[src/rtl/irx_pkg.sv]
package irx_pkg;

    typedef enum logic [1:0] {
        ST_PARK  = 2'd0,
        ST_SETUP = 2'd1,
        ST_HOLD  = 2'd2,
        ST_LINK  = 2'd3
    } irx_state_e;

    typedef struct packed {
        irx_state_e st;
        logic       sel;
        logic       fast;
        logic       valid;
        logic       done;
    } irx_seq_s;

    // window in ns -> whole clock cycles, rounded up, plus one cycle margin
    function automatic int irx_cycles(input int win_ns, input int period_ps);
        return (win_ns * 1000 + period_ps - 1) / period_ps + 1;
    endfunction

endpackage

[src/rtl/irx_phase_timer.sv]
module irx_phase_timer #(
    parameter int CNT_W = 8
) (
    input  logic             clk,
    input  logic             rst_n,
    input  logic             clear,
    input  logic [CNT_W-1:0] limit,
    output logic             expire
);

    logic [CNT_W-1:0] cnt_d, cnt_q;

    always_comb begin
        cnt_d = clear ? '0 : cnt_q + 1'b1;
    end

    always_ff @(posedge clk or negedge rst_n) begin
        if (!rst_n) cnt_q <= '0;
        else        cnt_q <= cnt_d;
    end

    assign expire = (cnt_q == limit - 1'b1);

endmodule

[src/rtl/irx_seq_fsm.sv]
module irx_seq_fsm
    import irx_pkg::*;
#(
    parameter int CNT_W     = 8,
    parameter int SETUP_CYC = 21,
    parameter int HOLD_CYC  = 21
) (
    input  logic             clk,
    input  logic             rst_n,
    input  logic             prog_req,
    input  logic             prog_fast,
    input  logic             shut_req,
    input  logic             expire,
    output irx_state_e       state,
    output logic             sel,
    output logic             fast,
    output logic             valid,
    output logic             done,
    output logic             tmr_clear,
    output logic [CNT_W-1:0] tmr_limit
);

    irx_seq_s seq_d, seq_q;

    always_comb begin
        seq_d      = seq_q;
        seq_d.done = 1'b0;
        tmr_clear  = 1'b1;
        case (seq_q.st)
            ST_PARK, ST_LINK: begin
                if (shut_req) begin
                    seq_d.st    = ST_PARK;
                    seq_d.valid = 1'b0;
                end else if (prog_req) begin
                    seq_d.st  = ST_SETUP;
                    seq_d.sel = prog_fast;
                end
            end
            ST_SETUP: begin
                tmr_clear = expire;
                if (expire) seq_d.st = ST_HOLD;
            end
            ST_HOLD: begin
                tmr_clear = expire;
                if (expire) begin
                    seq_d.st    = ST_LINK;
                    seq_d.fast  = seq_q.sel;
                    seq_d.valid = 1'b1;
                    seq_d.done  = 1'b1;
                end
            end
            default: seq_d.st = ST_PARK;
        endcase
    end

    always_ff @(posedge clk or negedge rst_n) begin
        if (!rst_n) begin
            seq_q <= '{st: ST_PARK, sel: 1'b0, fast: 1'b0, valid: 1'b0, done: 1'b0};
        end else begin
            seq_q <= seq_d;
        end
    end

    assign tmr_limit = (seq_q.st == ST_SETUP) ? CNT_W'(SETUP_CYC) : CNT_W'(HOLD_CYC);
    assign state     = seq_q.st;
    assign sel       = seq_q.sel;
    assign fast      = seq_q.fast;
    assign valid     = seq_q.valid;
    assign done      = seq_q.done;

endmodule

[src/rtl/irx_line_mux.sv]
module irx_line_mux
    import irx_pkg::*;
(
    input  irx_state_e state,
    input  logic       sel,
    input  logic       link_txd,
    output logic       sd_mode,
    output logic       tx_line
);

    always_comb begin
        case (state)
            ST_SETUP: begin sd_mode = 1'b1; tx_line = sel;      end
            ST_HOLD:  begin sd_mode = 1'b0; tx_line = sel;      end
            ST_LINK:  begin sd_mode = 1'b0; tx_line = link_txd; end
            default:  begin sd_mode = 1'b1; tx_line = 1'b0;     end
        endcase
    end

endmodule

[src/rtl/irx_mode_seq.sv]
module irx_mode_seq
    import irx_pkg::*;
#(
    parameter int CLK_PERIOD_PS = 10000,
    parameter int SETUP_NS      = 200,
    parameter int HOLD_NS       = 200
) (
    input  logic clk,
    input  logic rst_n,
    input  logic prog_req,
    input  logic prog_fast,
    input  logic shut_req,
    input  logic link_txd,
    output logic sd_mode,
    output logic tx_line,
    output logic busy,
    output logic done,
    output logic mode_ok,
    output logic mode_fast
);

    localparam int SETUP_CYC = irx_cycles(SETUP_NS, CLK_PERIOD_PS);
    localparam int HOLD_CYC  = irx_cycles(HOLD_NS, CLK_PERIOD_PS);
    localparam int MAX_CYC   = (SETUP_CYC > HOLD_CYC) ? SETUP_CYC : HOLD_CYC;
    localparam int CNT_W     = $clog2(MAX_CYC + 1);

    irx_state_e       state;
    logic             sel;
    logic             expire;
    logic             tmr_clear;
    logic [CNT_W-1:0] tmr_limit;

    irx_seq_fsm #(
        .CNT_W    (CNT_W),
        .SETUP_CYC(SETUP_CYC),
        .HOLD_CYC (HOLD_CYC)
    ) u_fsm (
        .clk      (clk),
        .rst_n    (rst_n),
        .prog_req (prog_req),
        .prog_fast(prog_fast),
        .shut_req (shut_req),
        .expire   (expire),
        .state    (state),
        .sel      (sel),
        .fast     (mode_fast),
        .valid    (mode_ok),
        .done     (done),
        .tmr_clear(tmr_clear),
        .tmr_limit(tmr_limit)
    );

    irx_phase_timer #(.CNT_W(CNT_W)) u_tmr (
        .clk   (clk),
        .rst_n (rst_n),
        .clear (tmr_clear),
        .limit (tmr_limit),
        .expire(expire)
    );

    irx_line_mux u_mux (
        .state   (state),
        .sel     (sel),
        .link_txd(link_txd),
        .sd_mode (sd_mode),
        .tx_line (tx_line)
    );

    assign busy = (state == ST_SETUP) || (state == ST_HOLD);

endmodule

[config.mk]
export PLATFORM = sky130hd
export DESIGN_NAME = irx_mode_seq
export DESIGN_NICKNAME = d
export VERILOG_FILES = /design/src/rtl/irx_pkg.sv /design/src/rtl/irx_phase_timer.sv /design/src/rtl/irx_seq_fsm.sv /design/src/rtl/irx_line_mux.sv /design/src/rtl/irx_mode_seq.sv
export SDC_FILE = /design/constraint.sdc
export NUM_CORES = 1
export LEC_CHECK = 0
export ABC_AREA = 1
export BUFFER_PORTS_ARGS = -buffer_cell sky130_fd_sc_hd__buf_2
export CORE_AREA = 2 2 49 51
export DETAILED_ROUTE_END_ITERATION = 16
export DIE_AREA = 0 0 51 53
export GPL_TIMING_DRIVEN = 0
export SLEW_MARGIN = 20
export SYNTH_ARGS = -nofsm -noshare
export SYNTH_HDL_FRONTEND = slang
export SYNTH_SLANG_ARGS = --single-unit
[constraint.sdc]
create_clock -name clk -period 2 [get_ports clk]
set_clock_uncertainty 0.1 [all_clocks]
set_input_delay 0.4 -clock clk [delete_from_list [all_inputs] [get_ports clk]]
set_output_delay 0.4 -clock clk [all_outputs]
set_load 0.005 [all_outputs]
==> flow_metrics.env, run 1 <==
export IMPL_hold_path_end="u_fsm.sel$_DFFE_PN0P_"
export IMPL_post_place_ws_ns=0.205
export IMPL_area_growth_syn_to_layout_pct=24.6
export IMPL_async_reset_ff_frac=1.00
export IMPL_h_tree_depth=1
export IMPL_holdCritStartpoint="prog_fast"
export IMPL_synth_most_common_cell="nand2_1"
export IMPL_postSynthCellCount=76
export IMPL_y_dimension_of_the_die_um=53
export IMPL_antenna_found_initial=0
export IMPL_power_density_nw_per_um2=1240
export IMPL_fin_util=0.363
export IMPL_via_count=520
export IMPL_placement_cell_area_um2=717
export IMPL_max_freq_ghz=0.541
export IMPL_clockBufferDepth=2
export IMPL_yosys_top_cells_count="24 x nand2_1, 11 x dfrtp_1, 10 x inv_1"
export IMPL_detail_route_iter0_violations=4
export IMPL_worst_path_cell_trace="inv_1, ha_4, nand2_1, a21oi_1, buf_2"
export IMPL_n_antenna_cell=0
export IMPL_initial_core_util=0.292
export IMPL_worst_path_buf_inv=2
export IMPL_core_area_um2=2150
export IMPL_worst_hold_path_num_cells=3
export IMPL_timing_critical_path_max_delay_family="flip-flops"
export IMPL_critical_path_max_stage_delay_ns=0.35
export IMPL_clk_root_buffer_cell="clkbuf_4"
export IMPL_fillCellCount=245
export IMPL_design_die_area_um2=2700
export IMPL_timing_setup_critical_path_class="reg -> out"
export IMPL_synth_top_cells_by_area="dfrtp_1 44%, nand2_1 14%, ha_1 12%, inv_1 6.0%, nand2_4 5.4%"
export IMPL_timing_final_ws_setup_ns=0.151
export IMPL_r2r_end="u_fsm.state[1]$_DFFE_PN0P_"
export IMPL_cts_num_sinks=11
export IMPL_finalSetupViolCount=0
export IMPL_post_synthesis_net_count=88
export IMPL_average_size_of_a_mapped_cell_um2=8.25
export IMPL_globalRouteOverflowTotal=0
export IMPL_critical_path_slowest_cell="dfrtp_1"
export IMPL_cp_data_required_time_ns=1.50
export IMPL_layoutNonFillerInstCount=122
export IMPL_nets=107
export IMPL_place_detailed_instances=115
export IMPL_yosys_area_top_type="dfrtp_1"
export IMPL_final_area_um2=781
export IMPL_final_layout_setup_total_negative_slack_ns=0
export IMPL_timing_reg2reg_setup_slack_ns=0.52
export IMPL_post_synth_instance_area_um2=627
export IMPL_slew_headroom=0.832
export IMPL_cts_tree="done"
export IMPL_grt_pass1_wl_um=1980
export IMPL_total_track_usage=0.101
export IMPL_final_min_clock_period_ns=1.85
export IMPL_drc=0
export IMPL_min_period_over_period=0.925
export IMPL_slew_violations=0
export IMPL_detail_route_wirelength_um=1180
export IMPL_grt_start_max_net_pins=12
export IMPL_ys_seq_area_frac=0.439
export IMPL_vdd_drop_max_v=0.000649
export IMPL_rows=17
export IMPL_port_buffers=11
export IMPL_cts_clk_slew_worst_paths_ns=0.07
export IMPL_hpwl_um=887
export IMPL_ys_warnings_count=0
export IMPL_leakage_nw=0.446
export IMPL_regToRegStartpoint="u_fsm.state[1]$_DFFE_PN0P_"
export IMPL_finalHoldViolCount=0
export IMPL_avgViaCountPerCell=4.26
export IMPL_arrival_ns=1.35
export IMPL_worst_slew_pin_slew_ns=0.253
export IMPL_post_synth_num_cell_types=17
export IMPL_drt_pass1_iter_count=4
export IMPL_route_antenna_remaining_nets=0
export IMPL_endpoint_kind="output pin"
export IMPL_cts_buffers=3
export IMPL_rsz0062_at_grt="no"
export IMPL_ys_ff_latch=11
export IMPL_grt_pass1_vias=469
export IMPL_total_power_mw=0.969
export IMPL_yosysTopAreaCellShare=0.439
export IMPL_whs_ns=0.267
export IMPL_wl_per_instance_um=9.64
export IMPL_max_cap_violations=0
export IMPL_synth_edf_count=0
export IMPL_gpl_final_weighted_congestion=0.677
export IMPL_worst_r2r_path_depth=7
export IMPL_hold_path_class="in -> reg"
export IMPL_crit_path_start_kind="flop"
export IMPL_clk_latency_ns=0.26
export IMPL_horiz_die_dim_um=51
export IMPL_run_status="completed"
export IMPL_worstPathMaxFanout=7
export IMPL_boundaryPins=12
export IMPL_synth_ff_type="dfrtp_1"
export IMPL_final_layout_size_suffix_gt1_frac=0.255
[cell type report]
cell class / instances / area, µm² / area share
clock buffers: 4 / 26.3 / 0.0337
well taps: 28 / 35.0 / 0.0449
inverters: 11 / 41.3 / 0.0529
repair buffers: 14 / 80.1 / 0.103
flip-flops and latches: 11 / 275 / 0.353
multi-input cells: 54 / 323 / 0.413
[power breakdown]
part | total, mW | leakage, nW | internal, mW | switching, mW
logic | 0.510 | 0.284 | 0.220 | 0.290
registers | 0.311 | 0.147 | 0.274 | 0.0364
clock network | 0.148 | 0.0150 | 0.0771 | 0.0709
total | 0.969 | 0.446 | 0.571 | 0.398
[flip-flops by register name (all words and copies together) (netlist names)]
register and cells:
u_fsm.done 1, u_fsm.fast 1, u_fsm.sel 1, u_fsm.state 2, u_fsm.valid 1, u_tmr.cnt_q 5
[cells by family (layout without fill, tap and decap cells)]
logic type,Yosys count,count (layout),synth area share
adder cells (fa/ha/maj),6,6,0.120
flip-flops,11,11,0.439
buffers and inverters,11,29,0.0659
AND/OR/NAND/NOR,44,44,0.337
XOR/XNOR,1,1,0.0140
AO/OA/AOI/OAI,3,3,0.0239
[placed cells by master (no fill, tap or decap), drive strengths merged]
master       netlist  layout
a21oi              1       1
buf                0      13
clkbuf             0       4
dfrtp             11      11
dlygate4sd3        0       1
ha                 6       6
inv               11      11
nand2             28      28
nand3              4       4
nand4              1       1
nor2               9       9
nor3               1       1
o21ai              2       2
or2                1       1
xor2               1       1
[timing repair]
action	CTS	global route
hold buffers	1	0
setup endpoints to repair	1	1
gates resized for setup	2	0
hold endpoints to repair	11	0
buffers inserted	0	2
cloned	0	0
[worst min-delay path, stage by stage]
cell     delay [ns]
buf_2          0.08
nand3_1        0.07
nand2_1        0.06
[how the worst max path moves through the flow]
stage / cells past startpoint / to / slack, ns / startpoint
2_1_floorplan: 4 / tx_line / 0.44 / u_fsm.state[0]$_DFFE_PN0P_
3_3_place_gp: 5 / tx_line / 0.25 / u_fsm.state[0]$_DFFE_PN0P_
3_5_place_dp: 5 / tx_line / 0.20 / u_fsm.state[0]$_DFFE_PN0P_
4_1_cts: 5 / tx_line / 0.06 / u_fsm.state[0]$_DFFE_PN0P_
5_1_grt: 5 / tx_line / 0.07 / u_fsm.state[0]$_DFFE_PN0P_
6_report: 5 / tx_line / 0.15 / u_fsm.state[0]$_DFFE_PN0P_
[metal layers]
layer | track usage | share of wire | vias up
met5 | 0 | 0 | -
li1 | - | - | 266
met3 | 0.0508 | 0.058 | 2
met1 | 0.111 | 0.42 | 241
met4 | 0.0270 | 0.0094 | 0
met2 | 0.173 | 0.51 | 11
Power figures use the tool's default switching activity.
==> inputs of run 2 (changes only) <==
--- a/config.mk
+++ b/config.mk
@@ -5,12 +5,12 @@
 export SDC_FILE = /design/constraint.sdc
 export NUM_CORES = 1
 export LEC_CHECK = 0
-export ABC_AREA = 1
 export BUFFER_PORTS_ARGS = -buffer_cell sky130_fd_sc_hd__buf_2
-export CORE_AREA = 2 2 49 51
+export CORE_AREA = 2 2 48 50
 export DETAILED_ROUTE_END_ITERATION = 16
-export DIE_AREA = 0 0 51 53
+export DIE_AREA = 0 0 50 52
 export GPL_TIMING_DRIVEN = 0
+export SETUP_SLACK_MARGIN = 0.3
 export SLEW_MARGIN = 20
 export SYNTH_ARGS = -nofsm -noshare
 export SYNTH_HDL_FRONTEND = slang
==> run 2 against run 1 <==
- register-to-register slack got worse by 0.13 ns
- count of clock-buffer cells in the layout did not move
- power rose by 18%
- cell count fell by 12%
- first-iteration DRC count fell by 25%
- worst hold slack got worse by 0.011 ns
- via count fell by 8.3%
- non-clock buffer count rose by 5
- wire length fell by 1.9%
- critical endpoint unchanged
- largest power group unchanged
==> flow_metrics.env, run 2 <==
export IMPL_run_status="completed"
export IMPL_average_size_of_a_mapped_cell_um2=10.5
export IMPL_synth_most_common_cell="dfrtp_1"
export IMPL_wl_per_instance_um=10.8
export IMPL_grt_start_max_net_pins=12
export IMPL_max_freq_ghz=0.563
export IMPL_clk_latency_ns=0.27
export IMPL_regToRegStartpoint="u_fsm.state[0]$_DFFE_PN0P_"
export IMPL_finalHoldViolCount=0
export IMPL_synth_top_cells_by_area="dfrtp_1 47%, ha_1 13%, nor2_1 5.1%, inv_1 3.2%, xor2_1 3.0%"
export IMPL_slew_headroom=0.831
export IMPL_worst_hold_path_num_cells=2
export IMPL_leakage_nw=0.383
export IMPL_hpwl_um=821
export IMPL_min_period_over_period=0.888
export IMPL_ys_warnings_count=0
export IMPL_post_synth_instance_area_um2=586
export IMPL_yosysTopAreaCellShare=0.470
export IMPL_gpl_final_weighted_congestion=0.741
export IMPL_route_antenna_remaining_nets=0
export IMPL_total_track_usage=0.0990
export IMPL_ys_seq_area_frac=0.470
export IMPL_ys_ff_latch=11
export IMPL_synth_edf_count=0
export IMPL_placement_cell_area_um2=676
export IMPL_design_die_area_um2=2600
export IMPL_worst_slew_pin_slew_ns=0.254
export IMPL_final_layout_setup_total_negative_slack_ns=0
export IMPL_grt_pass1_wl_um=1880
export IMPL_horiz_die_dim_um=50
export IMPL_post_place_ws_ns=0.219
export IMPL_cp_data_required_time_ns=1.50
export IMPL_port_buffers=11
export IMPL_clk_root_buffer_cell="clkbuf_4"
export IMPL_area_growth_syn_to_layout_pct=35.0
export IMPL_antenna_found_initial=0
export IMPL_postSynthCellCount=56
export IMPL_yosys_top_cells_count="11 x dfrtp_1, 8 x nor2_1, 6 x ha_1"
export IMPL_pwr_share_seq=0.299
export IMPL_holdCritStartpoint="prog_fast"
export IMPL_via_count=477
export IMPL_power_density_nw_per_um2=1450
export IMPL_p_int_mw=0.707
export IMPL_n_antenna_cell=0
export IMPL_core_area_um2=2110
export IMPL_power_combinational_fraction=0.567
export IMPL_final_area_um2=791
export IMPL_largest_register_ffs=5
export IMPL_clockBufferDepth=2
export IMPL_cts_clk_slew_worst_paths_ns=0.07
export IMPL_hold_path_end="u_fsm.sel$_DFFE_PN0P_"
export IMPL_crit_path_start_kind="flop"
export IMPL_max_cap_violations=0
export IMPL_slew_violations=0
export IMPL_timing_final_ws_setup_ns=0.223
export IMPL_arrival_ns=1.28
export IMPL_timing_setup_critical_path_class="reg -> out"
export IMPL_drc=0
export IMPL_detail_route_iter0_violations=3
export IMPL_grt_pass1_vias=436
export IMPL_cts_buffers=3
export IMPL_rsz0062_at_grt="yes"
export IMPL_worst_r2r_path_depth=7
export IMPL_final_min_clock_period_ns=1.78
export IMPL_async_reset_ff_frac=1.00
export IMPL_power_share_clock=0.135
export IMPL_endpoint_kind="output pin"
export IMPL_worstPathMaxFanout=2
export IMPL_nets=92
export IMPL_switching_fraction=0.384
export IMPL_globalRouteOverflowTotal=0
export IMPL_drt_pass1_iter_count=2
export IMPL_hold_path_class="in -> reg"
export IMPL_largest_register="u_tmr.cnt_q"
export IMPL_cts_num_sinks=11
export IMPL_rows=17
export IMPL_p_sw_mw=0.440
export IMPL_yosys_area_top_type="dfrtp_1"
export IMPL_r2r_end="u_fsm.sel$_DFFE_PN0P_"
export IMPL_final_layout_size_suffix_gt1_frac=0.405
export IMPL_initial_core_util=0.278
export IMPL_post_synth_num_cell_types=21
export IMPL_cts_tree="done"
export IMPL_boundaryPins=12
export IMPL_y_dimension_of_the_die_um=52
export IMPL_detail_route_wirelength_um=1150
export IMPL_finalSetupViolCount=0
export IMPL_most_common_layout_cells="11 x buf_2, 11 x dfrtp_1, 8 x nor2_1"
export IMPL_h_tree_depth=1
export IMPL_post_synthesis_net_count=68
export IMPL_timing_reg2reg_setup_slack_ns=0.39
export IMPL_avgViaCountPerCell=4.46
export IMPL_vdd_drop_max_v=0.000664
export IMPL_whs_ns=0.256
export IMPL_synth_ff_type="dfrtp_1"
==> run 2: worst max path at each step <==
| stage | from | end | slack (ns) | cells past startpoint |
|---|---|---|---|---|
| 6_report | u_fsm.state[0]$_DFFE_PN0P_ | tx_line | 0.22 | 5 |
| 5_1_grt | u_fsm.state[0]$_DFFE_PN0P_ | tx_line | 0.15 | 5 |
| 4_1_cts | u_fsm.state[0]$_DFFE_PN0P_ | tx_line | 0.22 | 5 |
| 3_5_place_dp | u_fsm.state[0]$_DFFE_PN0P_ | tx_line | 0.22 | 5 |
| 3_3_place_gp | u_fsm.state[0]$_DFFE_PN0P_ | tx_line | 0.24 | 5 |
| 2_1_floorplan | u_fsm.state[0]$_DFFE_PN0P_ | tx_line | 0.42 | 4 |
==> run 2: layout make-up <==
type / instances / area [µm²]
Multi-Input combinational cell: 40 / 314
Tap cell: 28 / 35.0
Clock buffer: 4 / 26.3
Timing Repair Buffer: 19 / 121
Inverter: 5 / 18.8
Fill cell: 209 / 1320
Sequential cell: 11 / 275
==> run 2: per-stage QoR <==
step	utilization	power, mW	std cells
2_1_floorplan	-	0.664	56
3_3_place_gp	0.321	0.788	95
3_5_place_dp	0.321	0.801	95
4_1_cts	0.367	1.12	105
5_1_grt	0.376	1.25	107
6_report	0.376	1.15	107
==> run 2: cells by family (layout without fill, tap and decap cells) <==
kind of cell	after synthesis	count (layout)	share of synthesized area
muxes	2	2	0.0449
xor gates and xnor gates	3	3	0.0449
adders and majority gates	6	6	0.128
and+or+nand+nor	21	21	0.192
DFF	11	11	0.470
buffers and inverters	5	28	0.0321
AOI/OAI and AO/OA	8	8	0.0876
==> run 2: power groups by stage <==
stage               logic, mW  clock network, mW  registers (mW)
global route            0.731              0.172           0.350
detailed placement      0.450                  0           0.351
finish                  0.650              0.155           0.343
global placement        0.441                  0           0.347
CTS                     0.619              0.159           0.340
floorplan               0.329                  0           0.335
==> run 2: layer usage <==
layer	vias up	global-route usage	wire length, µm
met5	-	0	0
met4	0	0	0
met3	0	0.0603	60
met2	8	0.173	573
met1	235	0.108	520
li1	234	-	-
==> run 2: repair_timing <==
action / 4_1_cts / 5_1_grt
resized for setup: 7 / 1
gates cloned: 0 / 0
hold buffers: 1 / 0
endpoints found under the hold margin: 11 / 0
setup endpoints to repair: 3 / 3
setup buffers: 5 / 2
pin swaps: 2 / 0
==> run 2: critical path, cell delays in order (launching register included) <==
cell and delay (ns):
dfrtp_1 0.41, inv_2 0.09, ha_4 0.20, a22oi_2 0.14
nor2_1 0.05, buf_2 0.12
==> inputs of run 3 (changes only) <==
--- a/config.mk
+++ b/config.mk
@@ -6,12 +6,13 @@
 export NUM_CORES = 1
 export LEC_CHECK = 0
 export BUFFER_PORTS_ARGS = -buffer_cell sky130_fd_sc_hd__buf_2
-export CORE_AREA = 2 2 48 50
+export CORE_AREA = 2 2 54 56
 export DETAILED_ROUTE_END_ITERATION = 16
-export DIE_AREA = 0 0 50 52
+export DIE_AREA = 0 0 56 58
 export GPL_TIMING_DRIVEN = 0
 export SETUP_SLACK_MARGIN = 0.3
 export SLEW_MARGIN = 20
 export SYNTH_ARGS = -nofsm -noshare
 export SYNTH_HDL_FRONTEND = slang
+export SYNTH_HIERARCHICAL = 1
 export SYNTH_SLANG_ARGS = --single-unit
==> run 3 against run 2 <==
- cell count is 35% higher
- global-route usage is 1.5 points higher
- combinational power is 86% higher
- area after synthesis is 32% higher
- via count is 33% higher
- clock power is 5% lower
- critical path depth stayed put
- sequential share of layout area is 11 points lower
- count of clock-buffer cells in the layout stayed put
- setup slack worse by 0.0071 ns
- flip-flop and latch count stayed put
- highest routed layer is now met4
==> flow_metrics.env, run 3 <==
export IMPL_rows=19
export IMPL_yosys_top_cells_count="11 x dfrtp_1, 8 x ha_1, 8 x inv_1"
export IMPL_hold_path_end="u_fsm/sel$_DFFE_PN0P_"
export IMPL_most_common_layout_cells="17 x buf_4, 11 x buf_2, 8 x dfrtp_1"
export IMPL_average_size_of_a_mapped_cell_um2=9.95
export IMPL_yosys_area_share_adder=0.129
export IMPL_muxShareOfSynthArea=0.0532
export IMPL_worst_hold_path_num_cells=2
export IMPL_nets=128
export IMPL_design_die_area_um2=3250
export IMPL_n_antenna_cell=0
export IMPL_fillCellCount=254
export IMPL_slew_violations=0
export IMPL_synth_ff_type="dfrtp_1"
export IMPL_final_layout_size_suffix_gt1_frac=0.575
export IMPL_compound_gate_fraction_of_synth_area=0.115
export IMPL_total_track_usage=0.114
export IMPL_horiz_die_dim_um=56
export IMPL_avgViaCountPerCell=4.41
export IMPL_whs_ns=0.271
export IMPL_y_dimension_of_the_die_um=58
export IMPL_cts_buffers=3
export IMPL_post_place_ws_ns=0.118
export IMPL_layout_commonest_cell="buf_4"
export IMPL_worst_r2r_path_depth=6
export IMPL_detail_route_wirelength_um=1720
export IMPL_finalSetupViolCount=0
export IMPL_clockBufferDepth=2
export IMPL_h_tree_depth=1
export IMPL_ys_warnings_count=6
export IMPL_ys_seq_area_frac=0.355
export IMPL_synth_top_cells_by_area="dfrtp_1 35%, ha_1 13%, xor2_1 5.6%, buf_4 4.8%, xnor2_1 4.5%"
export IMPL_ys_ff_latch=11
export IMPL_arrival_ns=1.28
export IMPL_async_reset_ff_frac=1.00
export IMPL_cts_clk_slew_worst_paths_ns=0.07
export IMPL_cp_data_required_time_ns=1.50
export IMPL_crit_path_start_kind="flop"
export IMPL_place_detailed_instances=123
export IMPL_leakage_nw=0.563
export IMPL_cts_num_sinks=11
export IMPL_clk_root_buffer_cell="clkbuf_4"
export IMPL_layoutNonFillerInstCount=144
export IMPL_final_area_um2=1190
export IMPL_rsz0062_at_grt="yes"
export IMPL_core_area_um2=2660
export IMPL_gpl_final_weighted_congestion=0.678
export IMPL_drc=0
export IMPL_min_period_over_period=0.892
export IMPL_vdd_drop_max_v=0.000935
export IMPL_grt_pass1_wl_um=2930
export IMPL_combinational_family_with_the_most_area_after_synthesis="simple AND/OR/NAND/NOR gates"
export IMPL_final_seq_area_um2=279
export IMPL_synthSimpleGateAreaFrac=0.150
export IMPL_final_min_clock_period_ns=1.78
export IMPL_drt_pass1_iter_count=4
export IMPL_clk_latency_ns=0.26
export IMPL_route_antenna_remaining_nets=0
export IMPL_antenna_found_initial=0
export IMPL_yosys_area_top_type="dfrtp_1"
export IMPL_final_layout_setup_total_negative_slack_ns=0
export IMPL_synth_edf_count=0
export IMPL_total_power_mw=1.74
export IMPL_finalHoldViolCount=0
export IMPL_grt_pass1_vias=698
export IMPL_largest_register="u_tmr/cnt_q"
export IMPL_via_count=635
export IMPL_hold_path_class="in -> reg"
export IMPL_postSynthCellCount=78
export IMPL_r2r_end="u_fsm/fast$_DFFE_PN0P_"
export IMPL_largest_register_ffs=5
export IMPL_area_occupied_by_multi_input_gates_um2=572
export IMPL_timing_final_ws_setup_ns=0.216
export IMPL_timing_reg2reg_setup_slack_ns=0.25
export IMPL_placement_cell_area_um2=887
export IMPL_boundaryPins=12
export IMPL_power_density_nw_per_um2=1460
export IMPL_wl_per_instance_um=12.0
export IMPL_timing_setup_critical_path_class="reg -> out"
export IMPL_synth_xor_area_share=0.102
export IMPL_fin_util=0.446
export IMPL_holdCritStartpoint="prog_fast"
export IMPL_cts_tree="done"
export IMPL_globalRouteOverflowTotal=0
export IMPL_area_growth_syn_to_layout_pct=53.1
export IMPL_detail_route_iter0_violations=6
export IMPL_synth_most_common_cell="dfrtp_1"
export IMPL_post_synth_instance_area_um2=776
export IMPL_max_cap_violations=0
export IMPL_initial_core_util=0.291
export IMPL_port_buffers=11
export IMPL_yosysTopAreaCellShare=0.355
export IMPL_post_synth_num_cell_types=29
export IMPL_endpoint_kind="output pin"
export IMPL_run_status="completed"
export IMPL_grt_start_max_net_pins=12
export IMPL_worstPathMaxFanout=4
export IMPL_max_freq_ghz=0.561
export IMPL_regToRegStartpoint="u_tmr/cnt_q[3]$_DFF_PN0_"
run 3: changes by cell type in the layout (fill, tap and decap cells not counted), sizes merged, moves of 2 or more:
| cell | previous run | this run |
|---|---|---|
| buf | 18 | 32 |
| nor2b | 0 | 3 |
| inv | 5 | 7 |
| conb | 0 | 5 |
| xor2 | 2 | 5 |
| xnor2 | 1 | 4 |
| nand2b | 2 | 0 |
| ha | 6 | 8 |
run 3: worst max-delay path: stages, from the launching register on:
cell and delay [ns]:
dfrtp_2 0.45, buf_6 0.13, ha_4 0.17, a22oi_2 0.11, nor2_1 0.05, buf_2 0.12
run 3: power breakdown:
| group | total [mW] | leakage [nW] | internal (mW) | switching [mW] |
|---|---|---|---|---|
| combinational | 1.21 | 0.408 | 0.659 | 0.549 |
| sequential | 0.381 | 0.140 | 0.306 | 0.0750 |
| clock | 0.147 | 0.0150 | 0.0769 | 0.0696 |
run 3: layout make-up:
type	count	share of cell area
inverters	8	0.0285
repair buffers	28	0.169
well taps	31	0.0327
flip-flops and latches	11	0.235
multi-input cells	57	0.482
clock buffers	4	0.0221
plain buffers	5	0.0316
run 3: repair_timing:
action,in CTS,in global routing
resized for setup,23,12
hold buffers,1,0
endpoints found under the hold margin,11,0
setup buffers,9,7
pin swaps,9,8
endpoints found under the setup margin,6,11
run 3: cell families after synthesis:
kind of cell    Yosys count
xor+xnor                  9
other cells               2
simple gates             21
mux                       3
flops                    11
buf+inv                  13
compound gates           11
fa+ha+maj                 8
run 3: per-layer routing:
metal / track usage / wire length [µm]
met5: 0 / 0
met4: 0.0340 / 19
met3: 0.0156 / 33
met2: 0.229 / 1010
met1: 0.123 / 662
run 3: worst max path at each step:
stage,end,startpoint
2_1_floorplan,u_fsm/fast$_DFFE_PN0P_,u_tmr/cnt_q[3]$_DFF_PN0_
3_3_place_gp,u_fsm/fast$_DFFE_PN0P_,u_tmr/cnt_q[3]$_DFF_PN0_
3_5_place_dp,u_fsm/fast$_DFFE_PN0P_,u_tmr/cnt_q[0]$_DFF_PN0_
4_1_cts,tx_line,u_fsm/state[0]$_DFFE_PN0P_
5_1_grt,tx_line,u_fsm/state[0]$_DFFE_PN0P_
6_report,tx_line,u_fsm/state[1]$_DFFE_PN0P_
